File: src/rtl/fsw_pkg.sv
`timescale 1ns/1ps
package fsw_pkg;
  localparam int EXP_W    = 5;
  localparam int MAN_W    = 11;
  localparam int WORD_W   = EXP_W + MAN_W;
  localparam int KHZ_W    = 12;
  localparam int CMD_W    = 8;
  localparam int NUM_BINS = 12;

  localparam logic [CMD_W-1:0] CMD_FSW  = 8'h33;
  localparam logic [KHZ_W-1:0] KHZ_MAX  = '1;
  localparam logic [KHZ_W-1:0] WARN_KHZ = KHZ_W'(1100);

  // lowest decoded value that lands in each bin; bin 0 takes everything below
  localparam int BIN_FLOOR [NUM_BINS] =
    '{0, 250, 300, 350, 410, 500, 600, 700, 820, 1000, 1200, 1400};
  // operating frequency of each bin
  localparam int BIN_CENTER [NUM_BINS] =
    '{225, 275, 325, 375, 450, 550, 650, 750, 900, 1100, 1300, 1500};

  typedef struct packed {
    logic signed [EXP_W-1:0] exp;
    logic signed [MAN_W-1:0] man;
  } lin11_t;

  function automatic logic is_bin(logic [KHZ_W-1:0] khz);
    logic found;
    found = 1'b0;
    for (int i = 0; i < NUM_BINS; i++)
      if (khz == KHZ_W'(BIN_CENTER[i])) found = 1'b1;
    return found;
  endfunction
endpackage

File: src/rtl/lin11_decode.sv
`timescale 1ns/1ps
module lin11_decode
  import fsw_pkg::*;
(
  input  lin11_t             word,
  output logic [KHZ_W-1:0]   khz
);
  localparam int SHW = 32;

  logic [SHW-1:0]   mag;
  logic [EXP_W-1:0] rsh;

  always_comb begin
    mag = '0;
    rsh = -word.exp;
    khz = '0;
    if (!word.man[MAN_W-1]) begin
      if (!word.exp[EXP_W-1])
        mag = {{(SHW-MAN_W){1'b0}}, word.man} << $unsigned(word.exp);
      else
        mag = {{(SHW-MAN_W){1'b0}}, word.man} >> rsh;
      khz = (mag > SHW'(KHZ_MAX)) ? KHZ_MAX : mag[KHZ_W-1:0];
    end
  end
endmodule

File: src/rtl/freq_quantizer.sv
`timescale 1ns/1ps
module freq_quantizer
  import fsw_pkg::*;
(
  input  logic [KHZ_W-1:0] khz,
  output logic [KHZ_W-1:0] bin_khz
);
  logic [NUM_BINS-1:0] at_or_above;

  for (genvar g = 0; g < NUM_BINS; g++) begin : g_edge
    if (g == 0) begin : g_base
      assign at_or_above[g] = 1'b0;
    end else begin : g_cmp
      assign at_or_above[g] = (khz >= KHZ_W'(BIN_FLOOR[g]));
    end
  end

  int cnt;
  always_comb begin
    cnt = 0;
    for (int i = 0; i < NUM_BINS; i++)
      if (at_or_above[i]) cnt = cnt + 1;
    bin_khz = KHZ_W'(BIN_CENTER[cnt]);
  end
endmodule

File: src/rtl/lin11_encode.sv
`timescale 1ns/1ps
module lin11_encode
  import fsw_pkg::*;
#(
  parameter int IN_W = 11
) (
  input  logic [IN_W-1:0] khz,
  output lin11_t          word
);
  localparam logic [IN_W-1:0] MAN_MAX = IN_W'((1 << (MAN_W - 1)) - 1);

  logic found;
  always_comb begin
    word  = '0;
    found = 1'b0;
    for (int e = 0; e <= IN_W; e++) begin
      if (!found && ((khz >> e) <= MAN_MAX)) begin
        word.exp = EXP_W'(e);
        word.man = MAN_W'(khz >> e);
        found    = 1'b1;
      end
    end
  end
endmodule

File: src/rtl/fsw_setpoint_reg.sv
`timescale 1ns/1ps
module fsw_setpoint_reg
  import fsw_pkg::*;
#(
  parameter int NVM_W = 11
) (
  input  logic                clk,
  input  logic                rst_n,
  input  logic                req_valid,
  output logic                req_ready,
  input  logic                req_write,
  input  logic [CMD_W-1:0]    req_cmd,
  input  logic [WORD_W-1:0]   req_wdata,
  output logic                rsp_valid,
  input  logic                rsp_ready,
  output logic [WORD_W-1:0]   rsp_rdata,
  output logic                rsp_err,
  input  logic                conv_en,
  input  logic                restore_pulse,
  input  logic                uvlo_pulse,
  input  logic [NVM_W-1:0]    nvm_fsw_khz,
  output logic [KHZ_W-1:0]    applied_khz,
  output logic                hi_freq_warn
);
  lin11_t             shadow_q;
  logic [KHZ_W-1:0]   applied_q;
  logic               warn_q;
  logic               rsp_valid_q;
  logic [WORD_W-1:0]  rsp_rdata_q;
  logic               rsp_err_q;

  logic req_fire, cmd_hit, wr_hit, rd_fire, direct_apply, apply_now;
  lin11_t             src_word, dflt_word;
  logic [KHZ_W-1:0]   src_khz, src_bin, dflt_bin;

  assign req_ready    = !rsp_valid_q || rsp_ready;
  assign req_fire     = req_valid && req_ready;
  assign cmd_hit      = (req_cmd == CMD_FSW);
  assign wr_hit       = req_fire && req_write && cmd_hit;
  assign rd_fire      = req_fire && !req_write;
  assign direct_apply = wr_hit && !conv_en;
  assign apply_now    = direct_apply || restore_pulse || uvlo_pulse;
  assign src_word     = direct_apply ? lin11_t'(req_wdata) : shadow_q;

  lin11_decode u_dec (
    .word (src_word),
    .khz  (src_khz)
  );

  freq_quantizer u_q_src (
    .khz     (src_khz),
    .bin_khz (src_bin)
  );

  lin11_encode #(.IN_W(NVM_W)) u_enc (
    .khz  (nvm_fsw_khz),
    .word (dflt_word)
  );

  freq_quantizer u_q_dflt (
    .khz     (KHZ_W'(nvm_fsw_khz)),
    .bin_khz (dflt_bin)
  );

  always_ff @(posedge clk) begin
    if (!rst_n) begin
      shadow_q    <= dflt_word;
      applied_q   <= dflt_bin;
      warn_q      <= (dflt_bin > WARN_KHZ);
      rsp_valid_q <= 1'b0;
      rsp_rdata_q <= '0;
      rsp_err_q   <= 1'b0;
    end else begin
      if (wr_hit) shadow_q <= lin11_t'(req_wdata);
      if (apply_now) begin
        applied_q <= src_bin;
        warn_q    <= (src_bin > WARN_KHZ);
      end
      if (rd_fire) begin
        rsp_valid_q <= 1'b1;
        rsp_rdata_q <= cmd_hit ? WORD_W'(shadow_q) : '0;
        rsp_err_q   <= !cmd_hit;
      end else if (rsp_ready) begin
        rsp_valid_q <= 1'b0;
      end
    end
  end

  assign rsp_valid    = rsp_valid_q;
  assign rsp_rdata    = rsp_rdata_q;
  assign rsp_err      = rsp_err_q;
  assign applied_khz  = applied_q;
  assign hi_freq_warn = warn_q;
endmodule

File: config.mk
export PLATFORM = sky130hd
export DESIGN_NAME = fsw_setpoint_reg
export DESIGN_NICKNAME = d
export VERILOG_FILES = /design/src/rtl/fsw_pkg.sv /design/src/rtl/lin11_decode.sv /design/src/rtl/freq_quantizer.sv /design/src/rtl/lin11_encode.sv /design/src/rtl/fsw_setpoint_reg.sv
export SDC_FILE = /design/constraint.sdc
export NUM_CORES = 1
export LEC_CHECK = 0
export BUFFER_PORTS_ARGS = -buffer_cell sky130_fd_sc_hd__buf_2
export CAP_MARGIN = 40
export CORE_MARGIN = 2
export CORE_UTILIZATION = 55
export DETAILED_ROUTE_END_ITERATION = 8
export HOLD_SLACK_MARGIN = 0.03
export PLACE_DENSITY = 0.82
export REMOVE_ABC_BUFFERS = 1
export SYNTH_ARGS = -nofsm -noshare
export SYNTH_HDL_FRONTEND = slang
export SYNTH_SLANG_ARGS = --single-unit
File: constraint.sdc
create_clock -name clk -period 13.9 [get_ports clk]
set_clock_uncertainty 0.05 [all_clocks]
set_input_delay 1.39 -clock clk [delete_from_list [all_inputs] [get_ports clk]]
set_output_delay 1.39 -clock clk [all_outputs]
set_load 0.005 [all_outputs]
Word-level counts from Yosys, hierarchy flattened
Memory sizes are Yosys's and may differ from the RTL's. Index checks and enable logic that the tools add are counted.

ROM bits: 1024. Output and inout bits: 32. Memories: 2. Register bits: 47.

Reduce and logical (&&, ||, !) cells: 33. Shift-type cells: 2. Muxes and demuxes: 63. Order comparisons: 38. Bitwise gates (word level): 2. Add/sub/neg operators: 21. Equality and inequality tests: 3.

Memory list: (name not given) (words 16, bits a word 32, read ports 1, clocked after Yosys merged registers in 0, write ports 0, RTL line freq_quantizer.sv:23) `bin_khz = KHZ_W'(BIN_CENTER[cnt]);`; (name not given) (words 16, bits a word 32, read ports 1, clocked after Yosys merged registers in 0, write ports 0, RTL line freq_quantizer.sv:23).

Operators with widths (count): $mux W32 (22); $add A32 B2 Y32 const B (20); $mux W16 (15); $mux W12 (8); $ge A32 B5 Y1 const B (2); $not A32 Y32 (2); $ge A12 B10 Y1 const B (4); $ge A12 B9 Y1 const B (4); $ge A11 B10 Y1 const B (4); $ge A11 B9 Y1 const B (4); $gt A32 B12 Y1 const B (1); $shl A11 B5 Y32 (1); $shr A11 B5 Y32 (1); $ge A12 B11 Y1 const B (2); $gt A12 B11 Y1 const B (2); $ge A11 B11 Y1 const B (2); $mux W1 (17); $logic_and A1 B1 Y1 (15); $logic_not A1 Y1 (14); $ge A12 B8 Y1 const B (1); $ge A11 B8 Y1 const B (1); $le A11 B10 Y1 const B (1); $mux W11 (1); $le A1 B10 Y1 const B (1); 14 further kinds (17).

Depth between registers and ports, before layout
Word-level depth: 43. Mapped depth: 44. Depth with buffers taken out: 41.

Hierarchy
From an unflattened synthesis, not the netlist that was laid out.

Cell total of the unflattened synthesis: 795. Area total of the unflattened synthesis: 6965.4 um^2.

Modules (own cells, without submodules): fsw_setpoint_reg (seq. area each 1231.2 um^2, cells an instance 179, times used 1, area each 2275.9 um^2); lin11_decode (seq. area each 0.0 um^2, cells an instance 194, times used 1, area each 1569.0 um^2); freq_quantizer at u_q_src (seq. area each 0.0 um^2, cells an instance 221, times used 1, area each 1549.0 um^2); freq_quantizer at u_q_dflt (seq. area each 0.0 um^2, cells an instance 183, times used 1, area each 1373.8 um^2); lin11_encode (seq. area each 0.0 um^2, cells an instance 18, times used 1, area each 197.7 um^2).

Least setup slack after synthesis
Ideal clock, no wire load.

Kind: input -> register. Start: input port req_cmd[6]. End: register applied_q[2], in the netlist applied_khz[2], data pin. Buffers on the path: 1. Setup slack: 4.211 ns. Data arrival time: 9.379 ns. Stages on the path: 35. Path through: and4bb_1 nand4_4 nor3_4 mux2_2 a2bb2oi_1 o31a_1 o21ai_1 a31oi_1 o311ai_0 inv_1 ha_1 xnor2_1 ha_1 and2_1 a31o_2 ha_1 xor2_1 xnor3_1 a211oi_1 ha_1 a221oi_2 xor2_1 o21ai_0 ha_1 inv_1 mux2_2 nand2_1 xnor2_1 mux2i_1 ha_1 nand2_1 xor2_1 clkbuf_1 nor2_1 o32a_1.

Longest elaborated chain between the ends: 39. Elaborated cells on any way between the ends: 50. Those cells by class: add/sub (11); order compare (12); eq/ne (1); shift (2); mux (20); bitwise (1); reduce/logical (2); memory (1).

RTL lines: start: declaration (RTL line fsw_setpoint_reg.sv:12) `input logic [CMD_W-1:0] req_cmd,`; $eq A8 B6 Y1 * (RTL line fsw_setpoint_reg.sv:38) `assign cmd_hit = (req_cmd == CMD_FSW);`; $logic_and A1 B1 Y1 * (RTL line fsw_setpoint_reg.sv:39) `assign wr_hit = req_fire && req_write && cmd_hit;`; $logic_and A1 B1 Y1 * (RTL line fsw_setpoint_reg.sv:41) `assign direct_apply = wr_hit && !conv_en;`; $mux W16 * (RTL line fsw_setpoint_reg.sv:43) `assign src_word = direct_apply ? lin11_t'(req_wdata) : shadow_q;`; $neg A5 Y5 (RTL line lin11_decode.sv:15) `rsh = -word.exp;`; $shr A11 B5 Y32 (RTL line lin11_decode.sv:21) `mag = {{(SHW-MAN_W){1'b0}}, word.man} >> rsh;`; $mux W32 (RTL line lin11_decode.sv:18) `if (!word.exp[EXP_W-1])`; $mux W32 (RTL line lin11_decode.sv:17) `if (!word.man[MAN_W-1]) begin`; [... 22 more ...]; $mux W32 (RTL line freq_quantizer.sv:22) `if (at_or_above[i]) cnt = cnt + 1;`; $add A32 B2 Y32 (RTL line freq_quantizer.sv:22); $mux W32 * (RTL line freq_quantizer.sv:22); $not A32 Y32 (not written as such) * (RTL line freq_quantizer.sv:23); $mem_v2 Z16 W32 *; $mux W12 (not written as such) * (2 in a row) (RTL line freq_quantizer.sv:23); $mux W12 * (RTL line fsw_setpoint_reg.sv:75) `if (apply_now) begin`; $mux W12 * (RTL line fsw_setpoint_reg.sv:66) `if (!rst_n) begin`; end signal: assignment (RTL line fsw_setpoint_reg.sv:68) `applied_q <= dflt_bin;`; end signal: assignment (RTL line fsw_setpoint_reg.sv:76) `applied_q <= src_bin;`; end: declaration (RTL line fsw_setpoint_reg.sv:26) `logic [KHZ_W-1:0] applied_q;`.

Every way passes the cells marked *; elsewhere a longest branch is shown, timed or not. The select of a mux whose other input is x is not followed. A chain may end at the register's enable or synchronous reset.

Worst setup path in the final report
Same ends and word-level chain as after synthesis.

==> flow_summary.toml <==
[setup_path]
slowest_stage = "xor2_1"
startpoint_type = "input pin"
worstPathRequired_ns = 13.90
cp_top_family = "compound AO/OA/AOI/OAI gates"
reg2reg_slack_ns = 4.00
end_kind = "register"
cpMostUsedCell = "ha_1"
crit_fanout = 18
slowest_delay_ns = 0.68
path_class = "in2reg"
path_buf_inv = 4
arrival_ns = 11.04

[placement]
place_hpwl_mm = 15.9
io_buffers = 73
place_ws_ns = 2.72
dpl_cell_area_um2 = 7800
gp_congestion = 1.01
dp_cells = 1125

[clocking]
cts-buffers-inserted = 5
cts_setup_buffers = 0
cts_max_path_buffers = 2
clkTransAtPathRegs_ns = 0.07
htree_levels = 2
cts_hold_buffers = 0
worst_skew_pair.late_latency_ns = 0.30
cts_tree = "done"
clock_sinks = 46
cts_resized = 0
root_buffer = "clkbuf_16"

[yosys]
avgSynthCellArea_um2 = 7.96
synthArstFlopShare = 0
seq_area_frac_synth = 0.160
synth-edff-count = 28
syn_inst = 943
syn-cell-area_um2 = 7500
yosysWarningCount = 0
synth.distinct_cells = 101
synthFlopType = "edfxtp_1"
ys_ff_latch = 46

[sta]
fin_crit_sh = 0.794
post-route-min-period_ns = 11.04
slew-limit-headroom = 0.421
tightest_slew_ns = 0.869
drv_slew = 0
hold_viol_final = 0
setup_ws_ns = 2.86
fmax_ghz = 0.0906
setup_tns_ns = 0
rsz0062_at_grt = "no"
whs_ns = 0.469
setup_viol = 0

[final_layout]
area_growth_pct = 5.85
fin_cells = 1133
diodes = 0
fin_area_um2 = 7940
nNetsFinal = 1026
multi_input_area_um2 = 5800
fillers = 1187
final_cell_mix = "73 x nand2_1, 73 x buf_2, 64 x nor2_1, 64 x mux2i_1, 56 x o21ai_0"
final_layout_size_suffix_gt1_frac = 0.177
seqCellArea_um2 = 1200
utilization = 0.597

[power_and_ir_drop]
power_switching_mw = 0.535
power.total_mw = 1.11
powerDensity_nw_per_um2 = 139
p_sw_frac = 0.484
intPower_mw = 0.571
max-vdd-ir-drop_mv = 0.186
leakagePower_nw = 3.13
p_clk_frac = 0.115
pwr-share-comb = 0.704
seqPwrFrac = 0.181

[global_routing]
grt_max_degree = 62
grt.total_usage = 0.299
antenna_found_initial = 0
grt_first_pass_wirelength_mm = 35.7
grt_pass1_vias = 7096
gr-total-overflow = 0

[job]
drv_cap = 0

[detailed_routing]
wirelength_mm = 21.9
drt_iter0_markers = 871
wl_per_cell_um = 19.3
drc = 0
firstDrtPassIters = 6
vias = 7667
antenna_left = 0
viasPerCell = 6.77

[die]
die_area_um2 = 14600
core_region_area_um2 = 13300
start_util = 0.564
num_rows = 42
io_pins = 75
fp.dieW_um = 121
die_h_um = 121

[run_status]
outcome = "completed"

[min_path]
hold_path.class = "reg2reg"
==> power groups by stage <==
stage | Sequential, mW | Clock [mW] | Combinational (mW)
2_1_floorplan | 0.203 | 0 | 0.582
3_3_place_gp | 0.203 | 0 | 0.741
3_5_place_dp | 0.202 | 0 | 0.759
4_1_cts | 0.200 | 0.127 | 0.765
5_1_grt | 0.203 | 0.133 | 0.855
6_report | 0.200 | 0.127 | 0.778
==> Yosys cell counts, types with 12 or more instances <==
cell / number / area share
nor3_1: 16 / 0.011
xnor2_1: 24 / 0.028
a22oi_1: 21 / 0.021
a21oi_1: 48 / 0.032
nand3_1: 32 / 0.021
ha_1: 27 / 0.045
nand2_1: 73 / 0.037
edfxtp_1: 28 / 0.11
and2_1: 16 / 0.013
xor2_1: 17 / 0.020
o211ai_1: 12 / 0.012
nand2b_1: 15 / 0.013
a31oi_1: 15 / 0.013
o21ai_0: 57 / 0.038
clkbuf_1: 43 / 0.022
nor2_1: 64 / 0.032
dfxtp_1: 18 / 0.048
mux2_2: 28 / 0.042
buf_2: 19 / 0.013
inv_1: 36 / 0.018
nor2b_1: 26 / 0.022
mux2i_1: 64 / 0.085
a211oi_1: 20 / 0.020
==> registers in the layout (all words and copies together) (netlist names) <==
register / flops
rsp_rdata: 16
shadow_q: 16
rsp_valid: 1
hi_freq_warn: 1
applied_khz: 11
rsp_err: 1
==> per-layer routing <==
metal  track usage  vias to the layer above  wire length, um
li1              -                     3563                -
met1         0.407                     3572             9130
met2         0.474                      464             9720
met3        0.0571                       68             2260
met4         0.105                        0              754
met5             0                        -                0
==> path summary, 6_finish.rpt <==
| kind | from | end | cells after the start |
|---|---|---|---|
| min | rsp_err$_SDFFE_PN0P_ | rsp_err$_SDFFE_PN0P_ | 2 |
| max | req_cmd[6] | applied_khz[2]$_DFFE_PP_ | 34 |
| min reg2reg | rsp_err$_SDFFE_PN0P_ | rsp_err$_SDFFE_PN0P_ | 2 |
| max reg2reg | rsp_valid$_SDFFE_PN0P_ | applied_khz[2]$_DFFE_PP_ | 36 |
==> cell type report <==
type                       instances  share of cell area
tap                              176              0.0277
clock buffer                       5              0.0158
sequential                        46               0.151
clock inverter                     3             0.00236
timing repair buffer              81              0.0536
multi-input combinational        782               0.731
inverter                          40              0.0189
==> tightest hold or removal path, delay by kind of cell, from the launching register on <==
kind / cells / cell delay [ns]
DFF: 1 / 0.33
AOI/OAI and AO/OA: 1 / 0.09
and+or+nand+nor: 1 / 0.07
==> kinds of logic (layout without fill, tap and decap cells) <==
| kind of cell | count (synthesis) | in the layout | share of synthesized area |
|---|---|---|---|
| DFF | 46 | 46 | 0.160 |
| muxes | 106 | 106 | 0.164 |
| other | 1 | 1 | 0.000500 |
| and+or+nand+nor | 309 | 309 | 0.218 |
| AOI/OAI and AO/OA | 290 | 290 | 0.275 |
| buffers and inverters | 115 | 129 | 0.0667 |
| adders and majority gates | 27 | 27 | 0.0450 |
| xor gates and xnor gates | 49 | 49 | 0.0709 |
Note: power is estimated with default switching activity, not from simulation.
